## src/rtl/pop_mute_pkg.sv

```systemverilog
package pop_mute_pkg;

    typedef enum logic [2:0] {
        ST_OFF       = 3'd0,
        ST_DC_RAMP   = 3'd1,
        ST_DC_HOLD   = 3'd2,
        ST_MUTE      = 3'd3,
        ST_SOFTSTART = 3'd4,
        ST_NORMAL    = 3'd5
    } seq_state_e;

    typedef struct packed {
        seq_state_e st;
    } seq_regs_t;

endpackage

```

## src/rtl/pop_bias_ramp.sv

```systemverilog
module pop_bias_ramp #(
    parameter int BIAS_W      = 12,
    parameter int BIAS_TARGET = 1966,
    parameter int STEP_CYCLES = 4
) (
    input  logic              clk,
    input  logic              rst_n,
    input  logic              clear,
    input  logic              run,
    output logic [BIAS_W-1:0] bias,
    output logic              done
);
    localparam int DIV_W = (STEP_CYCLES > 1) ? $clog2(STEP_CYCLES) : 1;
    localparam logic [DIV_W-1:0]  DIV_LAST = DIV_W'(STEP_CYCLES - 1);
    localparam logic [BIAS_W-1:0] B_LAST   = BIAS_W'(BIAS_TARGET - 1);

    typedef struct packed {
        logic [DIV_W-1:0]  div;
        logic [BIAS_W-1:0] code;
    } ramp_regs_t;

    ramp_regs_t r_d, r_q;
    logic step;

    always_comb begin
        r_d  = r_q;
        step = run && (r_q.div == DIV_LAST);
        done = step && (r_q.code == B_LAST);
        if (clear) begin
            r_d.div  = '0;
            r_d.code = '0;
        end else if (run) begin
            if (step) begin
                r_d.div  = '0;
                r_d.code = r_q.code + 1'b1;
            end else begin
                r_d.div = r_q.div + 1'b1;
            end
        end
    end

    always_ff @(posedge clk or negedge rst_n) begin
        if (!rst_n) r_q <= '0;
        else        r_q <= r_d;
    end

    assign bias = r_q.code;

    a_r2_no_overshoot: assert property (@(posedge clk) disable iff (!rst_n)
        r_q.code <= BIAS_W'(BIAS_TARGET));

    a_r3_idle_keeps_code: assert property (@(posedge clk) disable iff (!rst_n)
        (!run && !clear) |=> $stable(r_q.code) && $stable(r_q.div));
endmodule

```

## src/rtl/pop_gain_ramp.sv

```systemverilog
module pop_gain_ramp #(
    parameter int GAIN_FRAC    = 16,
    parameter int SOFT_SAMPLES = 960
) (
    input  logic               clk,
    input  logic               rst_n,
    input  logic               clear,
    input  logic               advance,
    output logic [GAIN_FRAC:0] gain,
    output logic               done
);
    localparam int GW    = GAIN_FRAC + 1;
    localparam int UNITY = 1 << GAIN_FRAC;
    localparam int QSTEP = UNITY / SOFT_SAMPLES;
    localparam int RSTEP = UNITY % SOFT_SAMPLES;
    localparam int K_W   = $clog2(SOFT_SAMPLES + 1);
    localparam int R_W   = $clog2(SOFT_SAMPLES) + 2;
    localparam logic [K_W-1:0] K_END  = K_W'(SOFT_SAMPLES);
    localparam logic [K_W-1:0] K_LAST = K_W'(SOFT_SAMPLES - 1);
    localparam logic [R_W-1:0] R_INC  = R_W'(RSTEP);
    localparam logic [R_W-1:0] R_MOD  = R_W'(SOFT_SAMPLES);
    localparam logic [GW-1:0]  G_INC  = GW'(QSTEP);

    typedef struct packed {
        logic [K_W-1:0] cnt;
        logic [R_W-1:0] rem;
        logic [GW-1:0]  g;
    } gain_regs_t;

    gain_regs_t r_d, r_q;
    logic [R_W-1:0] rem_sum;

    always_comb begin
        r_d     = r_q;
        rem_sum = r_q.rem + R_INC;
        done    = advance && (r_q.cnt == K_LAST);
        if (clear) begin
            r_d = '0;
        end else if (advance && (r_q.cnt != K_END)) begin
            r_d.cnt = r_q.cnt + 1'b1;
            if (rem_sum >= R_MOD) begin
                r_d.rem = rem_sum - R_MOD;
                r_d.g   = r_q.g + G_INC + 1'b1;
            end else begin
                r_d.rem = rem_sum;
                r_d.g   = r_q.g + G_INC;
            end
        end
    end

    always_ff @(posedge clk or negedge rst_n) begin
        if (!rst_n) r_q <= '0;
        else        r_q <= r_d;
    end

    assign gain = r_q.g;

    a_r4_gain_bounded: assert property (@(posedge clk) disable iff (!rst_n)
        r_q.g <= GW'(UNITY));

    a_r4_full_count_unity: assert property (@(posedge clk) disable iff (!rst_n)
        (r_q.cnt == K_END) |-> (r_q.g == GW'(UNITY)));

    a_r4_rising: assert property (@(posedge clk) disable iff (!rst_n)
        (!clear) |=> (r_q.g >= $past(r_q.g)));
endmodule

```

## src/rtl/pop_scaler.sv

```systemverilog
module pop_scaler #(
    parameter int SAMPLE_W  = 24,
    parameter int GAIN_FRAC = 16
) (
    input  logic                       clk,
    input  logic                       rst_n,
    input  logic                       enable,
    input  logic signed [SAMPLE_W-1:0] sample,
    input  logic [GAIN_FRAC:0]         gain,
    output logic signed [SAMPLE_W-1:0] scaled
);
    localparam int PW = SAMPLE_W + GAIN_FRAC + 2;
    localparam logic signed [PW-1:0] HALF = PW'(1) <<< (GAIN_FRAC - 1);

    typedef struct packed {
        logic signed [SAMPLE_W-1:0] y;
    } scale_regs_t;

    scale_regs_t r_d, r_q;
    logic signed [PW-1:0] prod;
    logic signed [PW-1:0] shifted;

    always_comb begin
        prod    = PW'(sample) * PW'($signed({1'b0, gain}));
        shifted = (prod + HALF) >>> GAIN_FRAC;
        r_d.y   = enable ? shifted[SAMPLE_W-1:0] : '0;
    end

    always_ff @(posedge clk or negedge rst_n) begin
        if (!rst_n) r_q <= '0;
        else        r_q <= r_d;
    end

    assign scaled = r_q.y;

    a_r6_silent_when_off: assert property (@(posedge clk) disable iff (!rst_n)
        !enable |=> (scaled == '0));

    a_r6_unity_passthrough: assert property (@(posedge clk) disable iff (!rst_n)
        (enable && gain == (GAIN_FRAC+1)'(1 << GAIN_FRAC)) |=> (scaled == $past(sample)));
endmodule

```

## src/rtl/pop_mute_seq.sv

```systemverilog
module pop_mute_seq
    import pop_mute_pkg::*;
#(
    parameter int BIAS_W       = 12,
    parameter int BIAS_TARGET  = 1966,
    parameter int STEP_CYCLES  = 4,
    parameter int SOFT_SAMPLES = 960,
    parameter int SAMPLE_W     = 24,
    parameter int GAIN_FRAC    = 16
) (
    input  logic                       clk,
    input  logic                       rst_n,
    input  logic                       power_ok,
    input  logic                       clk_valid,
    input  logic                       clk_lost,
    input  logic                       sample_stb,
    input  logic signed [SAMPLE_W-1:0] in_left,
    input  logic signed [SAMPLE_W-1:0] in_right,
    output logic [BIAS_W-1:0]          bias_code,
    output logic [GAIN_FRAC:0]         gain,
    output logic signed [SAMPLE_W-1:0] out_left,
    output logic signed [SAMPLE_W-1:0] out_right,
    output logic [2:0]                 state_code
);
    localparam int GW = GAIN_FRAC + 1;
    localparam logic [GW-1:0]     G_UNITY = GW'(1 << GAIN_FRAC);
    localparam logic [BIAS_W-1:0] B_TGT   = BIAS_W'(BIAS_TARGET);

    seq_regs_t s_d, s_q;
    logic fault;
    logic b_clear, b_run, b_done;
    logic g_clear, g_adv, g_done;
    logic play_en;

    always_comb begin
        s_d     = s_q;
        fault   = clk_lost || !clk_valid;
        b_clear = 1'b0;
        b_run   = 1'b0;
        g_clear = 1'b0;
        g_adv   = 1'b0;
        if (!power_ok) begin
            s_d.st  = ST_OFF;
            b_clear = 1'b1;
            g_clear = 1'b1;
        end else begin
            unique case (s_q.st)
                ST_OFF: begin
                    s_d.st  = ST_DC_RAMP;
                    b_clear = 1'b1;
                    g_clear = 1'b1;
                end
                ST_DC_RAMP: begin
                    if (fault) begin
                        s_d.st = ST_DC_HOLD;
                    end else begin
                        b_run = 1'b1;
                        if (b_done) s_d.st = ST_MUTE;
                    end
                end
                ST_DC_HOLD: begin
                    if (!fault) s_d.st = ST_DC_RAMP;
                end
                ST_MUTE: begin
                    g_clear = 1'b1;
                    if (!fault) s_d.st = ST_SOFTSTART;
                end
                ST_SOFTSTART: begin
                    if (fault) begin
                        s_d.st  = ST_MUTE;
                        g_clear = 1'b1;
                    end else begin
                        g_adv = sample_stb;
                        if (g_done) s_d.st = ST_NORMAL;
                    end
                end
                ST_NORMAL: begin
                    if (fault) begin
                        s_d.st  = ST_MUTE;
                        g_clear = 1'b1;
                    end
                end
                default: begin
                    s_d.st  = ST_OFF;
                    b_clear = 1'b1;
                    g_clear = 1'b1;
                end
            endcase
        end
        play_en = power_ok && ((s_q.st == ST_SOFTSTART) || (s_q.st == ST_NORMAL));
    end

    always_ff @(posedge clk or negedge rst_n) begin
        if (!rst_n) s_q <= '{st: ST_OFF};
        else        s_q <= s_d;
    end

    pop_bias_ramp #(
        .BIAS_W(BIAS_W), .BIAS_TARGET(BIAS_TARGET), .STEP_CYCLES(STEP_CYCLES)
    ) u_bias (
        .clk(clk), .rst_n(rst_n), .clear(b_clear), .run(b_run),
        .bias(bias_code), .done(b_done)
    );

    pop_gain_ramp #(
        .GAIN_FRAC(GAIN_FRAC), .SOFT_SAMPLES(SOFT_SAMPLES)
    ) u_gain (
        .clk(clk), .rst_n(rst_n), .clear(g_clear), .advance(g_adv),
        .gain(gain), .done(g_done)
    );

    for (genvar ch = 0; ch < 2; ch++) begin : g_chan
        logic signed [SAMPLE_W-1:0] x_in;
        logic signed [SAMPLE_W-1:0] x_out;
        assign x_in = (ch == 0) ? in_left : in_right;
        pop_scaler #(
            .SAMPLE_W(SAMPLE_W), .GAIN_FRAC(GAIN_FRAC)
        ) u_scale (
            .clk(clk), .rst_n(rst_n), .enable(play_en),
            .sample(x_in), .gain(gain), .scaled(x_out)
        );
    end

    assign out_left   = g_chan[0].x_out;
    assign out_right  = g_chan[1].x_out;
    assign state_code = s_q.st;

    a_r1_power_loss_grounds: assert property (@(posedge clk) disable iff (!rst_n)
        !power_ok |=> (s_q.st == ST_OFF) && (bias_code == '0) && (gain == '0));

    a_r3_hold_freezes_bias: assert property (@(posedge clk) disable iff (!rst_n)
        (s_q.st == ST_DC_HOLD && power_ok) |=> $stable(bias_code));

    a_r2_ramp_never_falls: assert property (@(posedge clk) disable iff (!rst_n)
        (s_q.st == ST_DC_RAMP && power_ok) |=> (bias_code >= $past(bias_code)));

    a_r5_mute_is_silent: assert property (@(posedge clk) disable iff (!rst_n)
        (s_q.st == ST_MUTE) |-> (gain == '0) && (bias_code == B_TGT));

    a_r5_fault_mutes: assert property (@(posedge clk) disable iff (!rst_n)
        (power_ok && fault && (s_q.st == ST_NORMAL || s_q.st == ST_SOFTSTART))
            |=> (s_q.st == ST_MUTE));

    a_r4_normal_unity: assert property (@(posedge clk) disable iff (!rst_n)
        (s_q.st == ST_NORMAL) |-> (gain == G_UNITY));

    a_r7_legal_state: assert property (@(posedge clk) disable iff (!rst_n)
        s_q.st inside {ST_OFF, ST_DC_RAMP, ST_DC_HOLD, ST_MUTE, ST_SOFTSTART, ST_NORMAL});
endmodule

```

## config.mk

```make
export PLATFORM = sky130hd
export DESIGN_NAME = pop_mute_seq
export DESIGN_NICKNAME = d
export VERILOG_FILES = /design/src/rtl/pop_mute_pkg.sv /design/src/rtl/pop_bias_ramp.sv /design/src/rtl/pop_gain_ramp.sv /design/src/rtl/pop_scaler.sv /design/src/rtl/pop_mute_seq.sv
export SDC_FILE = /design/constraint.sdc
export NUM_CORES = 2
export LEC_CHECK = 0
export BUFFER_PORTS_ARGS = -buffer_cell sky130_fd_sc_hd__buf_4
export CORE_ASPECT_RATIO = 1.4
export CORE_MARGIN = 2
export CORE_UTILIZATION = 35
export DETAILED_ROUTE_END_ITERATION = 8
export GPL_ROUTABILITY_DRIVEN = 0
export GPL_TIMING_DRIVEN = 0
export PLACE_DENSITY = 0.49
export SETUP_SLACK_MARGIN = 0.05
export SYNTH_ARGS = -nofsm -noshare
export SYNTH_HDL_FRONTEND = slang
export SYNTH_SLANG_ARGS = --single-unit
export TNS_END_PERCENT = 100
```

## constraint.sdc

```tcl
create_clock -name clk -period 8.35 [get_ports clk]
set_input_delay 0.835 -clock clk [delete_from_list [all_inputs] [get_ports clk]]
set_output_delay 0.835 -clock clk [all_outputs]
set_load 0.02 [all_outputs]
```

# ---- After elaboration in Yosys (flattened, before gate mapping)
# Index checks and enable logic that the tools add are counted.
dict set report classes {
  n_reduce_logical 17
  order_cmp 1
  mul 2
  n_eq_ne 14
  add_sub_neg 9
  n_mux 29
}
# cell count
set op_table {}
lappend op_table {{$add A40 B17 Y40 const B} 2}
lappend op_table {{$mul A24 B18 Y40} 2}
lappend op_table {{$mux W39} 2}
lappend op_table {{$mux W24} 2}
lappend op_table {{$mux W29} 1}
lappend op_table {{$mux W14} 2}
lappend op_table {{$mux W3} 8}
lappend op_table {{$pmux W3 S6} 1}
lappend op_table {{$add A17 B1 Y17 const B} 1}
lappend op_table {{$add A17 B7 Y17 const B} 1}
lappend op_table {{$add A12 B1 Y12 const B} 1}
lappend op_table {{$add A12 B9 Y12 const B} 1}
lappend op_table {{$eq A12 B11 Y1 const B} 1}
lappend op_table {{$ge A12 B10 Y1 const B} 1}
lappend op_table {{$mux W12} 1}
lappend op_table {{$sub A12 B10 Y12 const B} 1}
lappend op_table {{$add A10 B1 Y10 const B} 1}
lappend op_table {{$eq A10 B10 Y1 const B} 1}
lappend op_table {{$mux W1} 10}
lappend op_table {{$ne A10 B10 Y1 const B} 1}
lappend op_table {{$ne A3 B3 Y1 const B} 3}
lappend op_table {{$ne A4 B4 Y1 const B} 2}
lappend op_table {{$eq A3 B2 Y1 const B} 2}
lappend op_table {{$eq A3 B3 Y1 const B} 2}
lappend op_table {{other kinds (14)} 22}
dict set report word_totals {
  input_bits 54
  out_inout_bits 80
  word_cells 80
  register_bits 104
}

# ---- Depth between registers and ports, before layout
dict set report depth {
  ltp_word 11
  mapped_depth 27
  depth_no_buf 24
}

# ---- Hierarchy
# Synthesis repeated with hierarchy kept, for this count alone.
dict set report unflattened {
  hier_cells 3676
  hier_area_um2 33855.0
}
# mod cells_each instances seq_area_each_um2 area_per_inst_um2
set by_module_without_submodules {}
lappend by_module_without_submodules {{pop_scaler at g_chan[1].u_scale} 1638 1 600.6 15118.2}
lappend by_module_without_submodules {{pop_scaler at g_chan[0].u_scale} 1592 1 600.6 14841.7}
lappend by_module_without_submodules {pop_gain_ramp 320 1 825.8 2697.6}
lappend by_module_without_submodules {pop_bias_ramp 88 1 350.3 858.3}
lappend by_module_without_submodules {pop_mute_seq 38 1 75.1 339.1}

# ---- Worst setup path before layout
# No wires, ideal clock.
dict set report synth_path {
  path_type {input to register}
  start {in in_right[23]}
  end {reg g_chan[1].u_scale.r_q (netlist bit g_chan[1].u_scale.scaled[23])}
  n_path_buf 1
  path_slack_ns 1.829
  required_ns 8.272
  setup_time_ns 0.078
  stages 23
  arrival_ns 6.443
  cell_sequence {clkbuf_1 > nand2_1 > fa_1 > inv_1 > fa_1 > ha_1 > inv_1 > fa_1 > inv_1 > fa_1 > inv_1 > fa_1 > inv_1 > ha_1 > a21o_1 > a21oi_1 > o21ai_0 > a21oi_1 > nand2_1 > o211ai_1 > a21oi_1 > a2111oi_0 > o21bai_1}
}
# item line_no
set synth_lines {}
lappend synth_lines {{start, declared} pop_mute_seq.sv:18} ;# input logic signed [SAMPLE_W-1:0] in_right,
lappend synth_lines {{end signal, assigned} pop_scaler.sv:31} ;# else r_q <= r_d;
lappend synth_lines {{end, declared} pop_scaler.sv:19} ;# scale_regs_t r_d, r_q;

==> flow_metrics.env <==
export IMPL_drv_slew=0
export IMPL_path_clk_slew_ns=0.09
export IMPL_pin_count=134
export IMPL_cp_start_kind="flop"
export IMPL_synth_top_area_share=0.468
export IMPL_cts_hold_buffers_added=0
export IMPL_start_util=0.353
export IMPL_fp_row_count=133
export IMPL_crit_path_max_fanout=11
export IMPL_synth_area_per_cell_sq_um=9.18
export IMPL_drive_above_1_share=0.0577
export IMPL_postRouteWirelength_mm=104
export IMPL_yosysTopAreaCell="fa_1"
export IMPL_drcViolationCount=0
export IMPL_critical_path_cell_chain="clkbuf_1 -> clkbuf_2 -> clkbuf_1 -> nand2_1 -> fa_1 -> fa_1 -> fa_1 -> inv_1 -> fa_1 -> fa_1 -> inv_1 -> fa_1 -> inv_1 -> ha_1 -> o21ai_0 -> nor3_1 -> a31oi_1 -> o21a_1 -> o21ai_0 -> o211ai_1 -> a21oi_1 -> xnor2_1 -> nor2_1"
export IMPL_power_density_nw_per_um2=31.0
export IMPL_viasPerCell=4.81
export IMPL_mostFrequentLayoutCell="inv_1"
export IMPL_synth_edf_count=0
export IMPL_cts_tree="yes"
export IMPL_overflow=0
export IMPL_path_buf_inv=6
export IMPL_antenna_found_initial=11
export IMPL_arrival_ns=8.22
export IMPL_tns_ns=0
export IMPL_cts_root_buffer="clkbuf_16"
export IMPL_slowest_stage="clkbuf_1"
export IMPL_min_period_over_period=0.953
export IMPL_routedWlPerCell_um=20.9
export IMPL_cp_depth=23
export IMPL_worstMarginPinSlew_ns=1.34
export IMPL_status="finished, final reports clean"
export IMPL_drtAntennaViolNets=0
export IMPL_final_util=0.383
export IMPL_cts_sinks=98
export IMPL_nFillCells=9686
export IMPL_crit_top_cell="fa_1"
export IMPL_syn_inst=3614
export IMPL_cts_buffers=9
export IMPL_die_w_um=264
export IMPL_syn_area_sq_um=33200
export IMPL_multiInputGateArea_sq_um=26500
export IMPL_dr_pass1_iters=7
export IMPL_clkLatencyLatePin_ns=0.42
export IMPL_fin_nets=4833
export IMPL_clock_skew_ns=0.0151
export IMPL_dr_wl_met3_mm=4.37
export IMPL_dieArea_sq_um=97300
export IMPL_vias=23926
export IMPL_ys_seq_area_frac=0.0739
export IMPL_grt_max_degree=76
export IMPL_h_tree_depth=3
export IMPL_ys_flop_type="dfrtp_1"
export IMPL_regArea_sq_um=2450
export IMPL_cap_violations=0
export IMPL_routedLengthMet1_mm=38.6
export IMPL_hp_class="input port to asynchronous set/reset pin"
export IMPL_io_buffers=132
export IMPL_yosysWarnings=0
export IMPL_fp_coreArea_sq_um=94000
export IMPL_grt_use_total=0.225
export IMPL_cpPeakStageDelay_ns=0.72
export IMPL_fp_dieH_um=368
export IMPL_slew_headroom=0.107
export IMPL_first_global_vias=26539
export IMPL_dp_hpwl_mm=87.7
export IMPL_path_class="flop to flop"
export IMPL_syn_to_final_growth_pct=8.62
export IMPL_routed_wl_met2_mm=55.9
export IMPL_post_route_min_period_ns=7.96
export IMPL_p_leak_nw=18.9
export IMPL_finalSetupViolations=0
export IMPL_cts_buffer_depth=2
export IMPL_fmax_mhz=126
export IMPL_mostFrequentLayoutCells="inv_1, fa_1, and2_1"
export IMPL_synth_cell_types=69
export IMPL_grt_pass1_wl_mm=161
export IMPL_crit_family="adder cells"
export IMPL_drt_iter0_drc=1241
export IMPL_hold_violations=0
export IMPL_top_layer="met5"
export IMPL_ys_ff_latch=98
export IMPL_synth_nets=4694
export IMPL_cp_data_required_time_ns=8.62
export IMPL_worstRegToRegCells=23
export IMPL_cp_end_kind="flop"
export IMPL_synthTopCellsByArea="fa_1, inv_1, ha_1"
export IMPL_fin_hold_ws_ns=0.271
export IMPL_async_flop_share=1.00
export IMPL_vdd_drop_max_mv=0.110
export IMPL_rsz0062_at_grt="true"
-- final timing paths --
check | from | end | slack (ns)
max in group asynchronous | rst_n | u_gain.gain[7]$_DFFE_PN0P_ | 7.35
min in group clk | u_bias.r_q[13]$_DFFE_PN0P_ | u_bias.r_q[13]$_DFFE_PN0P_ | 0.54
min reg2reg | u_bias.r_q[13]$_DFFE_PN0P_ | u_bias.r_q[13]$_DFFE_PN0P_ | 0.54
max reg2reg | u_gain.gain[10]$_DFFE_PN0P_ | g_chan[1].u_scale.scaled[11]$_DFF_PN0_ | 0.39
min | rst_n | g_chan[0].u_scale.scaled[11]$_DFF_PN0_ | 0.27
max | u_gain.gain[10]$_DFFE_PN0P_ | g_chan[1].u_scale.scaled[11]$_DFF_PN0_ | 0.39
-- per-layer routing --
layer / global-route usage / vias to the layer above
met5: 0 / -
met4: 0.109 / 12
met3: 0.0286 / 175
met2: 0.414 / 482
met1: 0.256 / 12542
li1: - / 10715
-- area by class of cell --
type	count	share of cell area
diodes	6	0.000417
clock inverters	7	0.00194
clock buffers	9	0.00625
plain buffers	185	0.0237
flip-flops and latches	98	0.0680
well taps	1215	0.0422
repair buffers	133	0.0284
inverters	901	0.0938
multi-input cells	2425	0.735
-- kinds of logic (layout without fill, tap and decap cells) --
| logic type | Yosys count | count (layout) | share of synthesized area |
|---|---|---|---|
| other | 0 | 6 | 0 |
| adder cells (fa/ha/maj) | 1026 | 1026 | 0.562 |
| AND/OR/NAND/NOR | 1099 | 1099 | 0.171 |
| AO/OA/AOI/OAI | 193 | 193 | 0.0369 |
| buffers and inverters | 1091 | 1235 | 0.127 |
| flip-flops | 98 | 98 | 0.0739 |
| XOR/XNOR | 102 | 102 | 0.0271 |
| multiplexers | 5 | 5 | 0.00155 |
-- worst reg2reg max path, cell delays in order, from the launching register on --
cell      delay (ns)
dfrtp_1         0.35
clkbuf_1        0.37
clkbuf_2        0.58
clkbuf_1        0.73
nand2_1         0.17
fa_1            0.47
fa_1            0.46
fa_1            0.59
inv_1           0.09
fa_1            0.49
fa_1            0.50
inv_1           0.05
fa_1            0.48
inv_1           0.04
ha_1            0.29
o21ai_0         0.24
nor3_1          0.21
a31oi_1         0.14
o21a_1          0.18
o21ai_0         0.67
o211ai_1        0.27
a21oi_1         0.22
xnor2_1         0.14
nor2_1          0.09
-- sequential cells by signal (all words and copies together) (netlist names) --
register	flops
g_chan.u_scale.scaled	48
state_code	3
u_bias.bias	12
u_bias.r_q	2
u_gain.gain	17
u_gain.r_q	16
-- through the flow --
step	instances	power (mW)	instance area, sq um	setup slack, ns
final	4979	1.12	36000	0.395
after global routing	4974	1.16	36000	0.0452
after CTS	4977	1.14	36000	0.0513
after detailed placement	4962	0.667	35700	0.0200
after global placement	4961	0.666	35700	0.0349
after floorplan	3614	0.551	33200	1.83
-- power by group --
group,total (mW),switching [mW],internal [mW],leakage [nW]
clock network,0.459,0.249,0.211,0.142
logic,0.180,0.141,0.0391,17.4
registers,0.478,0.00186,0.476,1.37
total,1.12,0.392,0.726,18.9
-- Yosys cell counts (4+ instances only) --
| library cell | number |
|---|---|
| a21o_1 | 17 |
| o21a_1 | 14 |
| inv_1 | 901 |
| a211oi_1 | 6 |
| nand3_1 | 30 |
| o21ai_0 | 36 |
| a31oi_1 | 6 |
| or3_1 | 6 |
| nand2b_1 | 9 |
| nand2_1 | 396 |
| o21ai_1 | 4 |
| o211ai_1 | 5 |
| xor2_1 | 40 |
| o21bai_1 | 7 |
| clkbuf_1 | 151 |
| fa_1 | 776 |
| nand4b_1 | 4 |
| nand4_1 | 7 |
| a21oi_1 | 65 |
| o31ai_1 | 5 |
| nor2_1 | 97 |
| mux2i_1 | 4 |
| nor3b_1 | 6 |
| buf_4 | 30 |
| ha_1 | 250 |
| and3_1 | 12 |
| nor4_1 | 5 |
| nor3_1 | 19 |
| xnor2_1 | 61 |
| dfrtp_1 | 98 |
| buf_2 | 5 |
| nor2b_1 | 6 |
| and2_1 | 482 |
-- timing repair --
item | CTS | global route
setup buffers | 0 | 0
resized for setup | 2 | 25
endpoints found under the setup margin | 2 | 11
Note: power is estimated with default switching activity, not from simulation.
